<file path="src/rtl/gpio_port_pkg.sv">
package gpio_port_pkg;

    localparam int NPIN         = 16;
    localparam int BUS_W        = 32;
    localparam int ADDR_W       = 3;
    localparam int NIB_W        = 4;
    localparam int PINS_PER_CFG = BUS_W / NIB_W;
    localparam int SYNC_STAGES  = 2;
    localparam int LOCK_KEY_BIT = NPIN;

    localparam logic [ADDR_W-1:0] A_CFG_LO = 3'd0;
    localparam logic [ADDR_W-1:0] A_CFG_HI = 3'd1;
    localparam logic [ADDR_W-1:0] A_IDR    = 3'd2;
    localparam logic [ADDR_W-1:0] A_ODR    = 3'd3;
    localparam logic [ADDR_W-1:0] A_SETCLR = 3'd4;
    localparam logic [ADDR_W-1:0] A_LOCK   = 3'd5;

    typedef enum logic [1:0] {
        MD_IN   = 2'b00,
        MD_10M  = 2'b01,
        MD_2M   = 2'b10,
        MD_50M  = 2'b11
    } mode_e;

    typedef struct packed {
        logic [1:0] fn;
        mode_e      mode;
    } pin_cfg_t;

    localparam pin_cfg_t CFG_RESET = '{fn: 2'b01, mode: MD_IN};

    typedef struct packed {
        logic out;
        logic oe;
        logic od;
        logic pu;
        logic pd;
        logic afsel;
    } pin_drive_t;

    typedef enum logic [2:0] {
        LK_IDLE,
        LK_ARM1,
        LK_ARM0,
        LK_ARM1B,
        LK_READ1,
        LK_DONE
    } lock_state_e;

    function automatic logic is_analog(pin_cfg_t c);
        return (c.mode == MD_IN) && (c.fn == 2'b00);
    endfunction

endpackage

</file>
<file path="src/rtl/gpio_port_sync.sv">
module gpio_port_sync #(
    parameter int W      = 16,
    parameter int STAGES = 2
) (
    input  logic         clk,
    input  logic         rst,
    input  logic [W-1:0] d_i,
    output logic [W-1:0] q_o
);
    logic [W-1:0] stage_q [STAGES];

    always_ff @(posedge clk) begin
        if (rst) begin
            for (int k = 0; k < STAGES; k++) stage_q[k] <= '0;
        end else begin
            stage_q[0] <= d_i;
            for (int k = 1; k < STAGES; k++) stage_q[k] <= stage_q[k-1];
        end
    end

    assign q_o = stage_q[STAGES-1];
endmodule

</file>
<file path="src/rtl/gpio_port_lock.sv">
module gpio_port_lock
    import gpio_port_pkg::*;
(
    input  logic            clk,
    input  logic            rst,
    input  logic            acc_i,
    input  logic            we_i,
    input  logic            key_i,
    input  logic [NPIN-1:0] mask_i,
    output logic [NPIN-1:0] lock_mask_o,
    output logic            active_o
);
    lock_state_e     state_q;
    logic [NPIN-1:0] cand_q;
    logic [NPIN-1:0] mask_q;
    logic            same;

    assign same = (mask_i == cand_q);

    always_ff @(posedge clk) begin
        if (rst) begin
            state_q <= LK_IDLE;
            cand_q  <= '0;
            mask_q  <= '0;
        end else if (acc_i) begin
            unique case (state_q)
                LK_IDLE: if (we_i && key_i) begin
                    state_q <= LK_ARM1;
                    cand_q  <= mask_i;
                end
                LK_ARM1:  state_q <= (we_i && !key_i && same) ? LK_ARM0  : LK_IDLE;
                LK_ARM0:  state_q <= (we_i && key_i && same)  ? LK_ARM1B : LK_IDLE;
                LK_ARM1B: state_q <= (!we_i) ? LK_READ1 : LK_IDLE;
                LK_READ1: if (!we_i) begin
                    state_q <= LK_DONE;
                    mask_q  <= mask_q | cand_q;
                end else begin
                    state_q <= LK_IDLE;
                end
                LK_DONE:  state_q <= LK_DONE;
                default:  state_q <= LK_IDLE;
            endcase
        end
    end

    assign active_o    = (state_q == LK_DONE);
    assign lock_mask_o = mask_q;

    assert_lock_sticky_R9: assert property (@(posedge clk) disable iff (rst)
        active_o |=> active_o);
    assert_mask_grows_R10: assert property (@(posedge clk) disable iff (rst)
        1'b1 |=> ((lock_mask_o & $past(lock_mask_o)) == $past(lock_mask_o)));
    assert_mask_needs_active_R9: assert property (@(posedge clk) disable iff (rst)
        (|lock_mask_o) |-> active_o);
endmodule

</file>
<file path="src/rtl/gpio_port_regs.sv">
module gpio_port_regs
    import gpio_port_pkg::*;
(
    input  logic                  clk,
    input  logic                  rst,
    input  logic                  req_i,
    input  logic                  we_i,
    input  logic [ADDR_W-1:0]     addr_i,
    input  logic [BUS_W-1:0]      wdata_i,
    input  logic [NPIN-1:0]       lock_mask_i,
    input  logic                  lock_active_i,
    input  logic [NPIN-1:0]       idr_i,
    output logic [BUS_W-1:0]      rdata_o,
    output pin_cfg_t [NPIN-1:0]   cfg_o,
    output logic [NPIN-1:0]       odr_o
);
    localparam int NCFG = NPIN / PINS_PER_CFG;

    pin_cfg_t [NPIN-1:0] cfg_q;
    logic [NPIN-1:0]     odr_q;
    logic                wr;
    logic                rd;

    assign wr = req_i && we_i;
    assign rd = req_i && !we_i;

    always_ff @(posedge clk) begin
        if (rst) begin
            for (int p = 0; p < NPIN; p++) cfg_q[p] <= CFG_RESET;
        end else if (wr) begin
            for (int p = 0; p < NPIN; p++) begin
                if (addr_i == A_CFG_LO + ADDR_W'(p / PINS_PER_CFG) && !lock_mask_i[p])
                    cfg_q[p] <= pin_cfg_t'(wdata_i[(p % PINS_PER_CFG)*NIB_W +: NIB_W]);
            end
        end
    end

    always_ff @(posedge clk) begin
        if (rst) begin
            odr_q <= '0;
        end else if (wr && addr_i == A_ODR) begin
            odr_q <= wdata_i[NPIN-1:0];
        end else if (wr && addr_i == A_SETCLR) begin
            odr_q <= (odr_q & ~wdata_i[2*NPIN-1:NPIN]) | wdata_i[NPIN-1:0];
        end
    end

    always_comb begin
        rdata_o = '0;
        if (rd) begin
            for (int w = 0; w < NCFG; w++) begin
                if (addr_i == A_CFG_LO + ADDR_W'(w)) begin
                    for (int i = 0; i < PINS_PER_CFG; i++)
                        rdata_o[i*NIB_W +: NIB_W] = cfg_q[w*PINS_PER_CFG + i];
                end
            end
            if (addr_i == A_IDR)  rdata_o[NPIN-1:0] = idr_i;
            if (addr_i == A_ODR)  rdata_o[NPIN-1:0] = odr_q;
            if (addr_i == A_LOCK) rdata_o[NPIN:0]   = {lock_active_i, lock_mask_i};
        end
    end

    assign cfg_o = cfg_q;
    assign odr_o = odr_q;

    for (genvar p = 0; p < NPIN; p++) begin : g_lock_chk
        assert_locked_cfg_frozen_R10: assert property (@(posedge clk) disable iff (rst)
            lock_mask_i[p] |=> $stable(cfg_q[p]));
    end

    assert_set_bits_land_R7: assert property (@(posedge clk) disable iff (rst)
        (wr && addr_i == A_SETCLR) |=>
            ((odr_q & $past(wdata_i[NPIN-1:0])) == $past(wdata_i[NPIN-1:0])));
endmodule

</file>
<file path="src/rtl/gpio_port_pin.sv">
module gpio_port_pin
    import gpio_port_pkg::*;
(
    input  logic       clk,
    input  logic       rst,
    input  pin_cfg_t   cfg_i,
    input  logic       odr_i,
    input  logic       af_i,
    output pin_drive_t drv_o
);
    logic is_out;
    logic use_af;
    logic val;
    logic pull_sel;

    always_comb begin
        is_out   = (cfg_i.mode != MD_IN);
        use_af   = is_out && cfg_i.fn[1];
        val      = use_af ? af_i : odr_i;
        pull_sel = !is_out && (cfg_i.fn == 2'b10);

        drv_o.od    = is_out && cfg_i.fn[0];
        drv_o.out   = is_out && val;
        drv_o.oe    = is_out && (!drv_o.od || !val);
        drv_o.afsel = use_af;
        drv_o.pu    = pull_sel && odr_i;
        drv_o.pd    = pull_sel && !odr_i;
    end

    assert_od_never_drives_high_R5: assert property (@(posedge clk) disable iff (rst)
        (drv_o.oe && drv_o.od) |-> !drv_o.out);
    assert_single_pull_R2: assert property (@(posedge clk) disable iff (rst)
        !(drv_o.pu && drv_o.pd));
endmodule

</file>
<file path="src/rtl/gpio_port.sv">
module gpio_port
    import gpio_port_pkg::*;
(
    input  logic                clk,
    input  logic                rst,
    input  logic                bus_req_i,
    input  logic                bus_we_i,
    input  logic [2:0]          bus_addr_i,
    input  logic [31:0]         bus_wdata_i,
    output logic [31:0]         bus_rdata_o,
    input  logic [15:0]         pad_in_i,
    input  logic [15:0]         af_data_i,
    output logic [15:0]         pad_out_o,
    output logic [15:0]         pad_oe_o,
    output logic [15:0]         pad_od_o,
    output logic [15:0]         pull_up_o,
    output logic [15:0]         pull_dn_o,
    output logic [15:0]         af_sel_o,
    output logic [31:0]         speed_o
);
    pin_cfg_t [NPIN-1:0] cfg;
    logic [NPIN-1:0]     odr;
    logic [NPIN-1:0]     sync_in;
    logic [NPIN-1:0]     analog;
    logic [NPIN-1:0]     idr;
    logic [NPIN-1:0]     lock_mask;
    logic                lock_active;
    logic                lock_acc;

    assign lock_acc = bus_req_i && (bus_addr_i == A_LOCK);

    gpio_port_sync #(.W(NPIN), .STAGES(SYNC_STAGES)) u_sync (
        .clk (clk),
        .rst (rst),
        .d_i (pad_in_i),
        .q_o (sync_in)
    );

    gpio_port_lock u_lock (
        .clk         (clk),
        .rst         (rst),
        .acc_i       (lock_acc),
        .we_i        (bus_we_i),
        .key_i       (bus_wdata_i[LOCK_KEY_BIT]),
        .mask_i      (bus_wdata_i[NPIN-1:0]),
        .lock_mask_o (lock_mask),
        .active_o    (lock_active)
    );

    gpio_port_regs u_regs (
        .clk           (clk),
        .rst           (rst),
        .req_i         (bus_req_i),
        .we_i          (bus_we_i),
        .addr_i        (bus_addr_i),
        .wdata_i       (bus_wdata_i),
        .lock_mask_i   (lock_mask),
        .lock_active_i (lock_active),
        .idr_i         (idr),
        .rdata_o       (bus_rdata_o),
        .cfg_o         (cfg),
        .odr_o         (odr)
    );

    for (genvar p = 0; p < NPIN; p++) begin : g_pin
        pin_drive_t drv;

        gpio_port_pin u_pin (
            .clk   (clk),
            .rst   (rst),
            .cfg_i (cfg[p]),
            .odr_i (odr[p]),
            .af_i  (af_data_i[p]),
            .drv_o (drv)
        );

        assign pad_out_o[p]     = drv.out;
        assign pad_oe_o[p]      = drv.oe;
        assign pad_od_o[p]      = drv.od;
        assign pull_up_o[p]     = drv.pu;
        assign pull_dn_o[p]     = drv.pd;
        assign af_sel_o[p]      = drv.afsel;
        assign speed_o[2*p +: 2] = cfg[p].mode;
        assign analog[p]        = is_analog(cfg[p]);

        assert_enable_needs_speed_R3: assert property (@(posedge clk) disable iff (rst)
            pad_oe_o[p] |-> (speed_o[2*p +: 2] != 2'b00));
    end

    assign idr = sync_in & ~analog;
endmodule

</file>
<file path="config.mk">
export PLATFORM = sky130hd
export DESIGN_NAME = gpio_port
export DESIGN_NICKNAME = d
export VERILOG_FILES = /design/src/rtl/gpio_port_pkg.sv /design/src/rtl/gpio_port_sync.sv /design/src/rtl/gpio_port_lock.sv /design/src/rtl/gpio_port_regs.sv /design/src/rtl/gpio_port_pin.sv /design/src/rtl/gpio_port.sv
export SDC_FILE = /design/constraint.sdc
export NUM_CORES = 1
export LEC_CHECK = 0
export ABC_AREA = 1
export CAP_MARGIN = 20
export CORE_UTILIZATION = 51
export CTS_CLUSTER_DIAMETER = 40
export DETAILED_ROUTE_END_ITERATION = 10
export PLACE_DENSITY = 0.94
export SLEW_MARGIN = 30
export SYNTH_ARGS = -nofsm -noshare
export SYNTH_HDL_FRONTEND = slang
export SYNTH_SLANG_ARGS = --single-unit
</file>
<file path="constraint.sdc">
create_clock -name clk -period 3.1 [get_ports clk]
set_input_delay 0.62 -clock clk [delete_from_list [all_inputs] [get_ports clk]]
set_output_delay 0.62 -clock clk [all_outputs]
set_load 0.005 [all_outputs]
</file>
# Word-level counts from Yosys, hierarchy flattened
# Memories as Yosys holds them, arrays and structs flattened.
# Cells that the tools add are included.
dict set report word_totals {
  ff_bits 115
  latchBits 0
  mem_bits_rw 32
  mem_bits_ro 0
  in_bits 71
  out_inout_bits 160
  elab_cells 430
  n_memories 1
}
# name depth width rd rd_ports_with_merged_regs write_ports line
set mem_list {}
lappend mem_list {u_sync.stage_q 2 16 2 0 2 gpio_port_sync.sv:10} ;# logic [W-1:0] stage_q [STAGES];
dict set report classes {
  add_sub_neg 0
  n_mul 0
  n_div 0
  order_cmp 0
  n_eq_ne 28
  shift 0
  n_mux 35
  n_bitwise 9
  reduce_logical 321
}
# op count
set op_table {}
lappend op_table {{logical AND 1 bit} 153}
lappend op_table {{two-way mux 16 bit} 6}
lappend op_table {{two-way mux 32 bit} 3}
lappend op_table {{logical NOT 1 bit} 82}
lappend op_table {{logical NOT 2 bit} 32}
lappend op_table {{AND reduction 2 bit} 17}
lappend op_table {{nonzero test 2 bit} 17}
lappend op_table {{AND 16 bit} 2}
lappend op_table {{== test 2 bit, second input constant} 16}
lappend op_table {{inverter 16 bit} 2}
lappend op_table {{bitwise OR 16 bit} 2}
lappend op_table {{two-way mux 1 bit} 19}
lappend op_table {{one-hot mux 3 bit (6 select lines)} 1}
lappend op_table {{two-way mux 17 bit} 1}
lappend op_table {{== test 16 bit} 1}
lappend op_table {{logical OR 1 bit} 16}
lappend op_table {{== test 3 x 2 -> 1 bit, second input constant} 4}
lappend op_table {{== test 3 bit, second input constant} 4}
lappend op_table {{two-way mux 3 bit} 3}
lappend op_table {{== test 3 x 1 -> 1 bit, second input constant} 2}
lappend op_table {{logical NOT 3 bit} 2}
lappend op_table {{AND reduction 3 bit} 2}
lappend op_table {{two-way mux 2 bit} 2}
lappend op_table {{!= test 2 x 1 -> 1 bit, second input constant} 1}
lappend op_table {{2 further kinds} 3}

# Logic depth before layout (Yosys ltp)
dict set report logic_depth {
  word_depth 8
  depth_mapped 10
  mapped_depth_nobuf 10
}

# By module
# Synthesis repeated with hierarchy kept, for this count alone.
dict set report unflattened {
  hier_cells 1426
  area_unflattened_um2 8743.4
}
# module instances cells_each area_each_um2 seq_area_each_um2
set modules_own_cells {}
lappend modules_own_cells {gpio_port_regs 1 667 4285.4 1601.5}
lappend modules_own_cells {gpio_port_lock 1 242 1625.3 700.7}
lappend modules_own_cells {gpio_port_pin 16 21 95.1 0.0}
lappend modules_own_cells {gpio_port_sync 1 115 1034.7 640.6}
lappend modules_own_cells {gpio_port 1 66 276.5 0.0}

# Worst setup path before layout
# No wires, ideal clock.
dict set report synth_timing {
  path_kind {input -> output}
  startpoint {input port bus_addr_i[1]}
  endpoint {output port bus_rdata_o[17]}
  arrival_time_ps 1677
  t_required_ps 2480
  setup_slack_ps 803
  stages 7
  n_path_buf 2
  cell_sequence {inv_2 nand2_1 nor2_2 buf_2 clkbuf_1 nand2_1 a21oi_1}
}
dict set report synth_via {
  elab_chain_cells 4
  word_cells_on_any_way 5
  cone_classes {eq/ne: 1; mux: 3; reduce/logical: 1}
}
# item line
set synth_rtl {}
lappend synth_rtl {{start: declaration} gpio_port.sv:8} ;# input logic [2:0] bus_addr_i,
lappend synth_rtl {{logical NOT 3 bit} gpio_port_regs.sv:52} ;# if (addr_i == A_CFG_LO + ADDR_W'(w)) begin
lappend synth_rtl {{two-way mux 32 bit} gpio_port_regs.sv:52}
lappend synth_rtl {{two-way mux 32 bit *} gpio_port_regs.sv:52}
lappend synth_rtl {{two-way mux 32 bit *} gpio_port_regs.sv:50} ;# if (rd) begin
lappend synth_rtl {{end: declaration} gpio_port.sv:10} ;# output logic [31:0] bus_rdata_o,
# Mark *: on every way between the ends. The rest lies on a longest branch, timed or not.

# Worst setup path in the final report
dict set report layout_timing {
  startpoint {input port bus_addr_i[1]}
  endpoint {output port bus_rdata_o[16]}
}
dict set report layout_via {
  elab_chain_cells 5
  word_cells_on_any_way 7
  cone_classes {eq/ne: 2; mux: 4; reduce/logical: 1}
}
# item line
set layout_rtl {}
lappend layout_rtl {{logical NOT 3 bit} gpio_port_regs.sv:52}
lappend layout_rtl {{two-way mux 32 bit (2 in a row)} gpio_port_regs.sv:52}
lappend layout_rtl {{two-way mux 17 bit *} gpio_port_regs.sv:59} ;# if (addr_i == A_LOCK) rdata_o[NPIN:0] = {lock_active_i, lock_mask_i};
lappend layout_rtl {{two-way mux 32 bit *} gpio_port_regs.sv:50}
# Marks and branches as above.

==> metrics <==
Worst-Margin Slew=679 ps; Worst slew margin=54.7%; Total GRT Usage=36.3%; Synth Warn #=0; root buf cell=clkbuf_16; Final setup viols=0; Area Growth Syn to Fin=43.1%; mapped cell area=7600 µm²; Slew Viols, Final=0; CORE AREA=14500 µm²; minimum clock period after layout=3030 ps; Net Count, Synth=1196; WL final=28200 µm; total grt overflow=0; Worst-path clk slew=60 ps; area leader, netlist=dfxtp_1; clk_lat worst skew=440 ps; RSZ-0062 raised after global routing=no; number of global-route vias before repair=8127; Crit. End Element=output pin; Fillers=1002; R2R Setup Slk=1470 ps; sequential share of the synthesized area=38.7%; final setup margin=73.1 ps; WL/cell=18.3 µm; placer congestion estimate=0.954; remaining antenna violation count after routing=0; average size of a mapped cell=6.76 µm²; pwr dens=443 nW/µm²; Num CTS Buffers=17; CTS sink count=147; initial core utilization=52.3%; clock skew=10.2 ps; num rows=44; WS Path Type=input pin to output pin; n_diodes=0; worst-path fanout max=7; DR vias/cell=5.81; pre-CTS setup slack=-160 ps; type of origin of the critical path=input pin; final net count=1419; CTS tree=done; DR iter-0 viols=1238; Die ar.=15400 µm²; total power=4.82 mW; Die Y=124 µm; top post-synthesis cells by area=dfxtp_1 (39%), nor2_1 (9.6%), a21oi_1 (9.2%); CP Data Required Time=2480 ps; first-pass GRT wire length=41900 µm; post-route DRC violation count=0; CTS H-tree lvls=4; Leak=4.77 nW; Detailed Place HPWL=19800 µm; Synth top area share=38.7%; Syn Inst Count=1125; status=complete, no violations; Die W=124 µm; drt pass-1 iters=7; Boundary Pins=231; peak supply drop=415 µV; Arr. time, crit path=2410 ps; vias=8975; max_cap viols=0; setup_tns=0 ps; largest net degree at the start of global routing=59; initial antenna violation count=0; clk buf depth=2; Final Util=74.8%; share of cells above drive strength 1=10.0%; max frequency=330 MHz; port bufs=230; Hold WC Path Type=flop to flop; final hold slack=404 ps; Final period util=97.6%; final hold viol count=0; Synth cell types=33; synthesized flop and latch total=147
[stage by stage]
stage               area [µm²]  cells
global route             10900   1544
finish                   10900   1544
CTS                      10800   1542
detailed placement       10100   1505
global placement         10100   1505
floorplan                 7600   1125
[worst paths after layout]
kind / from / end / depth (start not counted)
setup / recovery: bus_addr_i[1] / bus_rdata_o[16] / 9
hold / removal: u_sync.stage_q[0][8] / u_sync.stage_q[0][24] / 2
setup reg to reg: u_lock.state_q[0] / u_lock.state_q[0] / 6
hold reg to reg: u_sync.stage_q[0][8] / u_sync.stage_q[0][24] / 2
[layout by cell type, fill, tap and decap left out, drive strengths merged]
cell type      Yosys  routed
dfxtp            147     147
nand3             72      72
nor3              18      18
bufinv             0       5
nand4              2       2
a21oi            139     139
clkinvlp           0       1
nand3b             1       1
clkdlybuf4s50      0     195
xor2               1       1
o211ai            36      36
clkinv             0       4
o2111ai            3       3
nor4               3       3
o21ai             65      65
dlygate4sd2        0      19
a221oi             1       1
o22ai             16      16
clkbuf            30      22
dlymetal6s2s       0      15
inv              163     162
nor2             196     196
buf               59      64
a211oi            15      15
a31oi              1       1
a22oi              4       4
nand2            152     152
o221ai             1       1
[cells by family (layout without fill, tap and decap cells)]
kind of cell / count (synthesis) / count (layout) / synth area share (%)
AOI/OAI and AO/OA: 281 / 281 / 20.8
xor gates and xnor gates: 1 / 1 / 0.115
buffers and inverters: 252 / 487 / 15.0
DFF: 147 / 147 / 38.7
and+or+nand+nor: 444 / 444 / 25.3
[critical path, stage by stage]
cell             delay, ps
clkdlybuf4s50_1        470
inv_2                   50
buf_4                  130
nand3_2                100
clkinv_4               110
buf_12                 150
a221oi_1               340
nor3_1                 120
dlygate4sd2_1          300
[cell usage after synthesis (all sizes together)]
cell     instances
nand2          152
o22ai           16
nor2           196
inv            163
o211ai          36
buf             59
o21ai           65
o221ai           1
nor4             3
xor2             1
clkbuf          30
nand3           72
a31oi            1
nand3b           1
a22oi            4
nand4            2
o2111ai          3
a211oi          15
nor3            18
a21oi          139
dfxtp          147
a221oi           1
[repair_timing]
action | CTS | global route
buffers inserted | 5 | 2
pin swaps | 7 | 1
setup endpoints to repair | 32 | 16
gates cloned | 1 | 0
hold buffers | 0 | 0
resized for setup | 36 | 16
[cell type report]
class	instances	area [µm²]	share of cell area, %
multi-input combinational	726	3550	32.7
sequential	147	2940	27.1
timing repair buffer	293	2880	26.5
inverter	163	619	5.69
clock buffer	22	474	4.36
tap	184	230	2.12
clock inverter	9	176	1.62
[report_power, final]
part / switching, mW / internal (mW) / leakage (nW)
clock network: 0.814 / 1.49 / 0.316
logic: 0.300 / 0.254 / 3.26
registers: 0.0352 / 1.93 / 1.19
[per-layer routing]
| layer | vias up | GRT usage [%] | wire length, µm |
|---|---|---|---|
| met3 | 144 | 10.1 | 3610 |
| li1 | 4086 | - | - |
| met4 | 0 | 22.7 | 1530 |
| met5 | - | 0 | 0 |
| met1 | 4062 | 43.4 | 10200 |
| met2 | 683 | 57.4 | 12800 |
[state kept, by name (all words and copies together), names as in the netlist]
| register | flops |
|---|---|
| u_sync.stage_q | 32 |
| u_lock.cand_q | 16 |
| u_lock.lock_mask_o | 16 |
| u_regs.cfg_o | 64 |
| u_lock.state_q | 3 |
| u_regs.odr_o | 16 |
No activity file was read; power rests on OpenSTA's default activity.
